**config.mk**
```make
export PLATFORM = sky130hd
export DESIGN_NAME = ipc_mailbox
export DESIGN_NICKNAME = d
export VERILOG_FILES = /design/src/rtl/ipc_mbox_pkg.sv /design/src/rtl/mbox_ring.sv /design/src/rtl/mbox_ctrl.sv /design/src/rtl/ipc_mailbox.sv
export SDC_FILE = /design/constraint.sdc
export NUM_CORES = 1
export LEC_CHECK = 0
export CAP_MARGIN = 20
export CORE_MARGIN = 2
export CORE_UTILIZATION = 55
export CTS_CLUSTER_DIAMETER = 60
export DETAILED_ROUTE_END_ITERATION = 8
export PLACE_DENSITY = 0.86
export SETUP_SLACK_MARGIN = 0.4
export SYNTH_ARGS = -nofsm -noshare
export SYNTH_HDL_FRONTEND = slang
export SYNTH_HIERARCHICAL = 1
export SYNTH_SLANG_ARGS = --single-unit
```
**constraint.sdc**
```tcl
create_clock -name clk -period 3.2 [get_ports clk]
set_input_delay 0.64 -clock clk [delete_from_list [all_inputs] [get_ports clk]]
set_output_delay 0.64 -clock clk [all_outputs]
set_load 0.01 [all_outputs]
```
**src/rtl/ipc_mbox_pkg.sv**
```systemverilog
package ipc_mbox_pkg;

   // register offsets inside the window (software decodes these)
   localparam logic [7:0] OFS_PUSH = 8'h00;
   localparam logic [7:0] OFS_POP  = 8'h04;
   localparam logic [7:0] OFS_STAT = 8'h08;
   localparam logic [7:0] OFS_CTRL = 8'h0C;
   localparam logic [7:0] OFS_PEEK = 8'h10;

   // control field positions
   localparam int unsigned CT_CLR_RDY = 0;
   localparam int unsigned CT_CLR_SPC = 1;
   localparam int unsigned CT_FLUSH   = 16;
   localparam int unsigned CT_LOCK    = 17;
   localparam int unsigned CT_WM_LO   = 20;
   localparam int unsigned WM_W       = 4;

   typedef struct packed {
      logic [3:0] rd_ptr;
      logic [3:0] wr_ptr;
      logic [6:0] rsv;
      logic [4:0] count;
      logic       empty;
      logic       full;
      logic       afull;
      logic       locked;
   } mbox_status_t;

   function automatic logic [31:0] pack_status(input logic locked, input logic afull,
                                               input logic full, input logic empty,
                                               input logic [4:0] cnt, input logic [3:0] wp,
                                               input logic [3:0] rp);
      mbox_status_t s;
      s.rd_ptr = rp;
      s.wr_ptr = wp;
      s.rsv    = '0;
      s.count  = cnt;
      s.empty  = empty;
      s.full   = full;
      s.afull  = afull;
      s.locked = locked;
      return {8'h00, s};
   endfunction

endpackage

```
**src/rtl/mbox_ring.sv**
```systemverilog
module mbox_ring #(
   parameter int unsigned DW    = 32,
   parameter int unsigned DEPTH = 16,
   localparam int unsigned PW   = $clog2(DEPTH),
   localparam int unsigned CW   = PW + 1
) (
   input  logic          clk,
   input  logic          rst_n,
   input  logic          push,
   input  logic          pop,
   input  logic          flush,
   input  logic [DW-1:0] wdata,
   output logic [DW-1:0] head,
   output logic [PW-1:0] wr_ptr,
   output logic [PW-1:0] rd_ptr,
   output logic [CW-1:0] count
);

   logic [DW-1:0] mem_q [DEPTH];
   logic [PW-1:0] wr_q, rd_q;
   logic [CW-1:0] cnt_q;

   always_ff @(posedge clk or negedge rst_n) begin
      if (!rst_n) begin
         for (int i = 0; i < int'(DEPTH); i++) mem_q[i] <= '0;
      end else if (push && !flush) begin
         mem_q[wr_q] <= wdata;
      end
   end

   always_ff @(posedge clk or negedge rst_n) begin
      if (!rst_n) begin
         wr_q  <= '0;
         rd_q  <= '0;
         cnt_q <= '0;
      end else if (flush) begin
         wr_q  <= '0;
         rd_q  <= '0;
         cnt_q <= '0;
      end else begin
         if (push) wr_q <= wr_q + PW'(1);
         if (pop)  rd_q <= rd_q + PW'(1);
         case ({push, pop})
            2'b10:   cnt_q <= cnt_q + CW'(1);
            2'b01:   cnt_q <= cnt_q - CW'(1);
            default: ;
         endcase
      end
   end

   assign head   = mem_q[rd_q];
   assign wr_ptr = wr_q;
   assign rd_ptr = rd_q;
   assign count  = cnt_q;

   // never more than DEPTH-1 words held
   p_count_bound_r3: assert property (@(posedge clk) disable iff (!rst_n)
      cnt_q <= CW'(DEPTH - 1));

   // the caller never pops an empty ring
   p_no_underflow_r4: assert property (@(posedge clk) disable iff (!rst_n)
      pop |-> cnt_q != '0);

   // flush leaves an empty ring with pointers at zero
   p_flush_clears_r8: assert property (@(posedge clk) disable iff (!rst_n)
      flush |=> (cnt_q == '0 && wr_q == '0 && rd_q == '0));

   // simultaneous push and pop keep the count and move both pointers
   p_pushpop_hold_r11: assert property (@(posedge clk) disable iff (!rst_n)
      (push && pop && !flush) |=> ($stable(cnt_q) && rd_q == $past(rd_q) + PW'(1)
                                    && wr_q == $past(wr_q) + PW'(1)));

endmodule

```
**src/rtl/mbox_ctrl.sv**
```systemverilog
module mbox_ctrl #(
   parameter int unsigned DW     = 32,
   parameter int unsigned CW     = 5,
   parameter int unsigned WM_RST = 15
) (
   input  logic          clk,
   input  logic          rst_n,
   input  logic          cfg_wr,
   input  logic [DW-1:0] cfg_wdata,
   input  logic          peer_clr_rdy,
   input  logic          push_done,
   input  logic          pop_done,
   input  logic [CW-1:0] count,
   output logic          locked,
   output logic [3:0]    wmark,
   output logic          irq_rdy,
   output logic          irq_spc
);
   import ipc_mbox_pkg::*;

   logic       lock_q, rdy_q, spc_q;
   logic [3:0] wm_q;
   logic [3:0] wm_in;
   logic       clr_rdy, clr_spc, spc_set;
   logic       unused_bits;

   assign wm_in   = cfg_wdata[CT_WM_LO +: WM_W];
   assign clr_rdy = (cfg_wr && cfg_wdata[CT_CLR_RDY]) || peer_clr_rdy;
   assign clr_spc = cfg_wr && cfg_wdata[CT_CLR_SPC];
   assign spc_set = pop_done && !push_done && (5'(count) == {1'b0, wm_q});
   assign unused_bits = ^cfg_wdata;

   always_ff @(posedge clk or negedge rst_n) begin
      if (!rst_n) begin
         lock_q <= 1'b0;
         wm_q   <= 4'(WM_RST);
      end else if (cfg_wr) begin
         lock_q <= cfg_wdata[CT_LOCK];
         if (wm_in != '0) wm_q <= wm_in;
      end
   end

   always_ff @(posedge clk or negedge rst_n) begin
      if (!rst_n) begin
         rdy_q <= 1'b0;
         spc_q <= 1'b0;
      end else begin
         if (push_done)    rdy_q <= 1'b1;
         else if (clr_rdy) rdy_q <= 1'b0;
         if (spc_set)      spc_q <= 1'b1;
         else if (clr_spc) spc_q <= 1'b0;
      end
   end

   assign locked  = lock_q;
   assign wmark   = wm_q;
   assign irq_rdy = rdy_q;
   assign irq_spc = spc_q;

   // watermark never holds the illegal value 0
   p_wm_legal_r7: assert property (@(posedge clk) disable iff (!rst_n)
      wm_q != '0);

   // an accepted push always leaves message-ready high
   p_rdy_on_push_r9: assert property (@(posedge clk) disable iff (!rst_n)
      push_done |=> rdy_q);

   // space-available only rises after a pop
   p_spc_cause_r10: assert property (@(posedge clk) disable iff (!rst_n)
      $rose(spc_q) |-> $past(pop_done));

endmodule

```
**src/rtl/ipc_mailbox.sv**
```systemverilog
module ipc_mailbox #(
   parameter int unsigned DW     = 32,
   parameter int unsigned DEPTH  = 16,
   parameter int unsigned ADDR_W = 5,
   parameter int unsigned WM_RST = DEPTH - 1,
   localparam int unsigned PW    = $clog2(DEPTH),
   localparam int unsigned CW    = PW + 1
) (
   input  logic              clk,
   input  logic              rst_n,
   input  logic              s_en,
   input  logic              s_we,
   input  logic [ADDR_W-1:0] s_addr,
   input  logic [DW-1:0]     s_wdata,
   output logic [DW-1:0]     s_rdata,
   input  logic              r_en,
   input  logic              r_we,
   input  logic [ADDR_W-1:0] r_addr,
   input  logic [DW-1:0]     r_wdata,
   output logic [DW-1:0]     r_rdata,
   output logic              irq_msg_ready,
   output logic              irq_space_avail
);
   import ipc_mbox_pkg::*;

   generate
      if (DEPTH < 2 || DEPTH > 16 || (DEPTH & (DEPTH - 1)) != 0)
         begin : g_bad_depth $error("DEPTH must be a power of two from 2 to 16"); end
      if (DW < 24)
         begin : g_bad_dw $error("DW must hold the 24-bit status word"); end
      if (ADDR_W < 5)
         begin : g_bad_aw $error("ADDR_W must reach offset 0x10"); end
      if (WM_RST < 1 || WM_RST > 15)
         begin : g_bad_wm $error("WM_RST must lie in 1..15"); end
   endgenerate

   logic          s_push_req, s_cfg_wr, r_pop_req, r_clr;
   logic          flush, push_ok, pop_ok;
   logic          locked, full, empty, afull;
   logic [3:0]    wmark;
   logic [DW-1:0] head, head_vis;
   logic [PW-1:0] wr_ptr, rd_ptr;
   logic [CW-1:0] count;
   logic [DW-1:0] stat_word, ctrl_word;
   logic          unused_r;

   assign s_push_req = s_en &&  s_we && s_addr == ADDR_W'(OFS_PUSH);
   assign s_cfg_wr   = s_en &&  s_we && s_addr == ADDR_W'(OFS_CTRL);
   assign r_pop_req  = r_en && !r_we && r_addr == ADDR_W'(OFS_POP);
   assign r_clr      = r_en &&  r_we && r_addr == ADDR_W'(OFS_CTRL) && r_wdata[CT_CLR_RDY];
   assign unused_r   = ^r_wdata;

   assign flush   = s_cfg_wr && s_wdata[CT_FLUSH];
   assign full    = count == CW'(DEPTH - 1);
   assign empty   = count == '0;
   assign afull   = 5'(count) >= {1'b0, wmark};
   assign push_ok = s_push_req && !full && !locked && !flush;
   assign pop_ok  = r_pop_req && !empty && !flush;

   mbox_ring #(.DW(DW), .DEPTH(DEPTH)) u_ring (
      .clk    (clk),
      .rst_n  (rst_n),
      .push   (push_ok),
      .pop    (pop_ok),
      .flush  (flush),
      .wdata  (s_wdata),
      .head   (head),
      .wr_ptr (wr_ptr),
      .rd_ptr (rd_ptr),
      .count  (count)
   );

   mbox_ctrl #(.DW(DW), .CW(CW), .WM_RST(WM_RST)) u_ctrl (
      .clk          (clk),
      .rst_n        (rst_n),
      .cfg_wr       (s_cfg_wr),
      .cfg_wdata    (s_wdata),
      .peer_clr_rdy (r_clr),
      .push_done    (push_ok),
      .pop_done     (pop_ok),
      .count        (count),
      .locked       (locked),
      .wmark        (wmark),
      .irq_rdy      (irq_msg_ready),
      .irq_spc      (irq_space_avail)
   );

   assign stat_word = DW'(pack_status(locked, afull, full, empty, 5'(count),
                                      4'(wr_ptr), 4'(rd_ptr)));

   always_comb begin
      ctrl_word = '0;
      ctrl_word[CT_LOCK] = locked;
      ctrl_word[CT_WM_LO +: WM_W] = wmark;
   end

   assign head_vis = empty ? '0 : head;

   always_comb begin
      s_rdata = '0;
      if (s_en && !s_we) begin
         if (s_addr == ADDR_W'(OFS_STAT))      s_rdata = stat_word;
         else if (s_addr == ADDR_W'(OFS_CTRL)) s_rdata = ctrl_word;
      end
   end

   always_comb begin
      r_rdata = '0;
      if (r_en && !r_we) begin
         if (r_addr == ADDR_W'(OFS_POP) || r_addr == ADDR_W'(OFS_PEEK)) r_rdata = head_vis;
         else if (r_addr == ADDR_W'(OFS_STAT))                           r_rdata = stat_word;
         else if (r_addr == ADDR_W'(OFS_CTRL))                           r_rdata = ctrl_word;
      end
   end

   // a push into a full buffer without a pop leaves the count alone
   p_full_ignore_r3: assert property (@(posedge clk) disable iff (!rst_n)
      (full && s_push_req && !r_pop_req) |=> count == $past(count));

   // popping an empty buffer returns zero
   p_empty_zero_r4: assert property (@(posedge clk) disable iff (!rst_n)
      (r_pop_req && empty) |-> r_rdata == '0);

   // while locked the count can never grow
   p_lock_blocks_r6: assert property (@(posedge clk) disable iff (!rst_n)
      (locked && s_push_req) |=> count <= $past(count));

   // empty and full flags are never both set
   p_flags_excl_r5: assert property (@(posedge clk) disable iff (!rst_n)
      !(stat_word[3] && stat_word[2]));

endmodule

```
==> impl_metrics.py <==
metrics = {
    "timing": {
        "worstMarginPinSlew_ns": 0.750,
        "rsz0062_at_grt": "yes",
        "slew_viol_final": 0,
        "finalSetupViolCount": 32,
        "fin_crit_sh_pct": 109,
        "timing.slew.headroom_pct": 49.9,
        "hold_violations": 0,
        "fin_skew_ns": 0.0301,
        "setup_tns_ns": -5.84,
        "max_freq_ghz": 0.286,
        "worst_slack_ns": -0.302,
        "fin_crit_ns": 3.50,
    },
    "global_routing": {
        "grt_usage_pct": 30.7,
        "grtUsageMet3_pct": 6.60,
        "grt-ovfl-total": 0,
        "grt.met2_usage_pct": 50.1,
        "antenna_found_initial": 2,
        "use_met1_pct": 37.9,
        "grt_pass1_vias": 17900,
        "grt_pass1_wl_mm": 109,
        "grt_max_degree": 105,
        "top_usage_layer": "met2",
    },
    "power": {
        "pwr_density_cell_nw_per_um2": 520,
        "max-vdd-ir-drop_uv": 483,
        "p_leak_nw": 14.7,
    },
    "place": {
        "place_ws_ns": -0.141,
        "post-dp-hpwl_mm": 40.1,
        "place_area_um2": 27700,
        "port_buffers": 99,
        "gp_congestion": 0.835,
        "place_inst": 2335,
    },
    "floorplan": {
        "start_util_pct": 55.5,
        "ioPinCount": 146,
        "rows": 78,
        "core_um2": 45200,
        "dieArea_um2": 47300,
        "die_y_um": 218,
        "die_w_um": 218,
    },
    "logic_synthesis": {
        "ys.flop_type": "dfrtp_1",
        "synth_cell_types": 55,
        "syn_area_um2": 25100,
        "synth_warnings": 6,
        "avgSynthCellArea_um2": 15.2,
        "async_flop_share_pct": 100,
        "synthCells": 1652,
        "ys_seq_elements": 532,
        "synth_edf_count": 0,
        "synth-seq-area-share_pct": 53.1,
    },
    "detailed_routing": {
        "routed_wl_mm": 74.2,
        "via_per_inst": 6.57,
        "wire_per_inst_um": 29.6,
        "firstDrtPassIters": 5,
        "antenna_left": 0,
        "drc": 0,
        "drtIter0Drc": 1474,
        "routed-via-count": 16500,
    },
    "critical_path": {
        "rr_startpoint": "u_ring/count[3]$_DFFE_PN0P_",
        "crit_path_start_kind": "flop",
        "crit_chain": "buf_6 -> buf_16 -> buf_6 -> mux4_2 -> a22oi_2 -> nand2_1 -> a32oi_2 -> nor2_1 -> buf_2",
        "crit_start": "u_ring/rd_ptr[0]$_DFFE_PN0P_",
        "crit_arrival_ns": 2.86,
        "critPathBufInv": 4,
        "required_ns": 2.56,
        "cp-end-kind": "primary output",
        "r2r.worst_path.cells": 13,
        "crit_family": "buffers and inverters",
        "crit_slowest_cell": "dfrtp_4",
        "critPathMaxStageDelay_ns": 0.55,
        "critPathMaxFanout": 5,
        "crit_top_cell": "buf_6",
        "reg2reg_slack_ns": 0.36,
        "crit_cells": 9,
        "critPathKind": "reg2out",
    },
    "clock_network": {
        "ctsHoldBuffers": 0,
        "cts_inserted_buffers": 53,
        "h-tree-depth": 2,
        "cts.path.max_buffers": 3,
        "cts_tree": "done",
        "clk_latency_ns": 0.63,
        "cts_root_buffer": "clkbuf_16",
        "cts_sinks": 532,
        "clk_pin_slew_ns": 0.06,
    },
    "finish": {
        "area_delta_synth_final_pct": 23.3,
        "final_cell_mix": "dfrtp_1 (522), mux2_2 (463), mux4_2 (128)",
        "final_cells": 2505,
        "postLayoutCoreUtil_pct": 68.4,
        "drive_gt1_share_pct": 55.9,
        "layout_commonest_cell": "dfrtp_1",
        "layout.nets": 1954,
        "postLayoutCellArea_um2": 30900,
    },
    "flow_run": {
        "max_cap_viol_count": 0,
    },
    "hold_path": {
        "hp-class": "in2async",
    },
    "status": {
        "outcome": "finished, violations left",
        "violations": "setup timing",
    },
}
## metal layers
| metal | vias up | routed length (um) |
|---|---|---|
| met5 | - | 0 |
| met4 | 0 | 5010 |
| met3 | 316 | 6070 |
| met2 | 954 | 36300 |
| met1 | 8674 | 26800 |
| li1 | 6522 | - |
## cells by family (layout without fill, tap and decap cells)
kind of cell             after synthesis  count (layout)  synth area share (%)
AO/OA/AOI/OAI                        110             110                  3.39
XOR/XNOR                              14              14                 0.489
adder cells (fa/ha/maj)               11              11                 0.549
buffers and inverters                168             405                  3.84
flip-flops                           532             532                  53.1
multiplexers                         643             643                  34.6
other                                  1              17                0.0150
AND/OR/NAND/NOR                      173             173                  3.99
## registers in the layout, indices dropped and copies added (netlist names)
register / count
u_ctrl/irq_rdy: 1
u_ring/wr_ptr: 4
u_ring/rd_ptr: 4
u_ctrl/locked: 1
u_ctrl/irq_spc: 1
u_ring/count: 5
u_ctrl/wmark: 4
u_ring/mem_q: 512
## layout make-up
| type | instances | area (um^2) |
|---|---|---|
| Antenna cell | 2 | 5.00 |
| Clock buffer | 83 | 1620 |
| Clock inverter | 12 | 183 |
| Fill cell | 2644 | 14300 |
| Inverter | 10 | 37.5 |
| Multi-Input combinational cell | 966 | 11400 |
| Sequential cell | 532 | 13300 |
| Tap cell | 600 | 751 |
| Timing Repair Buffer | 300 | 3580 |
## synthesized netlist by cell type, types with 13 or more instances
cell type | n | area [um^2]
mux4_2 | 128 | 2880
mux2_1 | 50 | 563
buf_4 | 55 | 413
a22oi_1 | 65 | 488
nand2_1 | 58 | 218
clkbuf_1 | 63 | 236
buf_6 | 13 | 146
nor2_1 | 28 | 105
mux2_2 | 463 | 5210
and2_1 | 13 | 81.3
and3_1 | 18 | 113
dfrtp_1 | 528 | 13200
buf_2 | 23 | 115
## worst reg2reg max path, cell delays in order, from the launching register on
cell      delay, ns
dfrtp_2        0.45
nor3_1         0.06
buf_4          0.16
a21oi_4        0.14
buf_12         0.15
nand4b_1       0.25
nor2_2         0.25
nand2b_1       0.17
xnor2_1        0.17
ha_2           0.19
o31a_1         0.25
o32ai_2        0.24
xnor2_1        0.16
nor2_1         0.08
## per-stage QoR
| stage | power [mW] | hold slack, ns |
|---|---|---|
| final | 16.1 | 0.0232 |
| after CTS | 15.7 | 0.0433 |
| after global routing | 16.5 | 0.0650 |
| after floorplan | 8.04 | 0.344 |
| after detailed placement | 8.79 | 0.470 |
| after global placement | 8.74 | 0.462 |
## repair_timing
item	4_1_cts	5_1_grt
setup buffers	40	26
setup endpoints to repair	51	53
gates cloned	6	1
pin swaps	66	56
gates resized for setup	303	63
## path summary, 6_finish.rpt
path,end
worst max-delay path,r_rdata[5]
worst min-delay path,u_ring/mem_q[354]$_DFFE_PN0P_
worst max register to register,u_ring/count[4]$_DFFE_PN0P_
worst min register to register,u_ring/mem_q[330]$_DFFE_PN0P_
max in group asynchronous,u_ring/mem_q[460]$_DFFE_PN0P_
min in group clk,u_ring/mem_q[330]$_DFFE_PN0P_
## where the power goes
group	internal [mW]	leakage (nW)	switching [mW]
combinational	1.34	6.46	1.26
sequential	6.85	7.38	0.134
clock	3.73	0.882	2.76
Power figures use the tool's default switching activity.
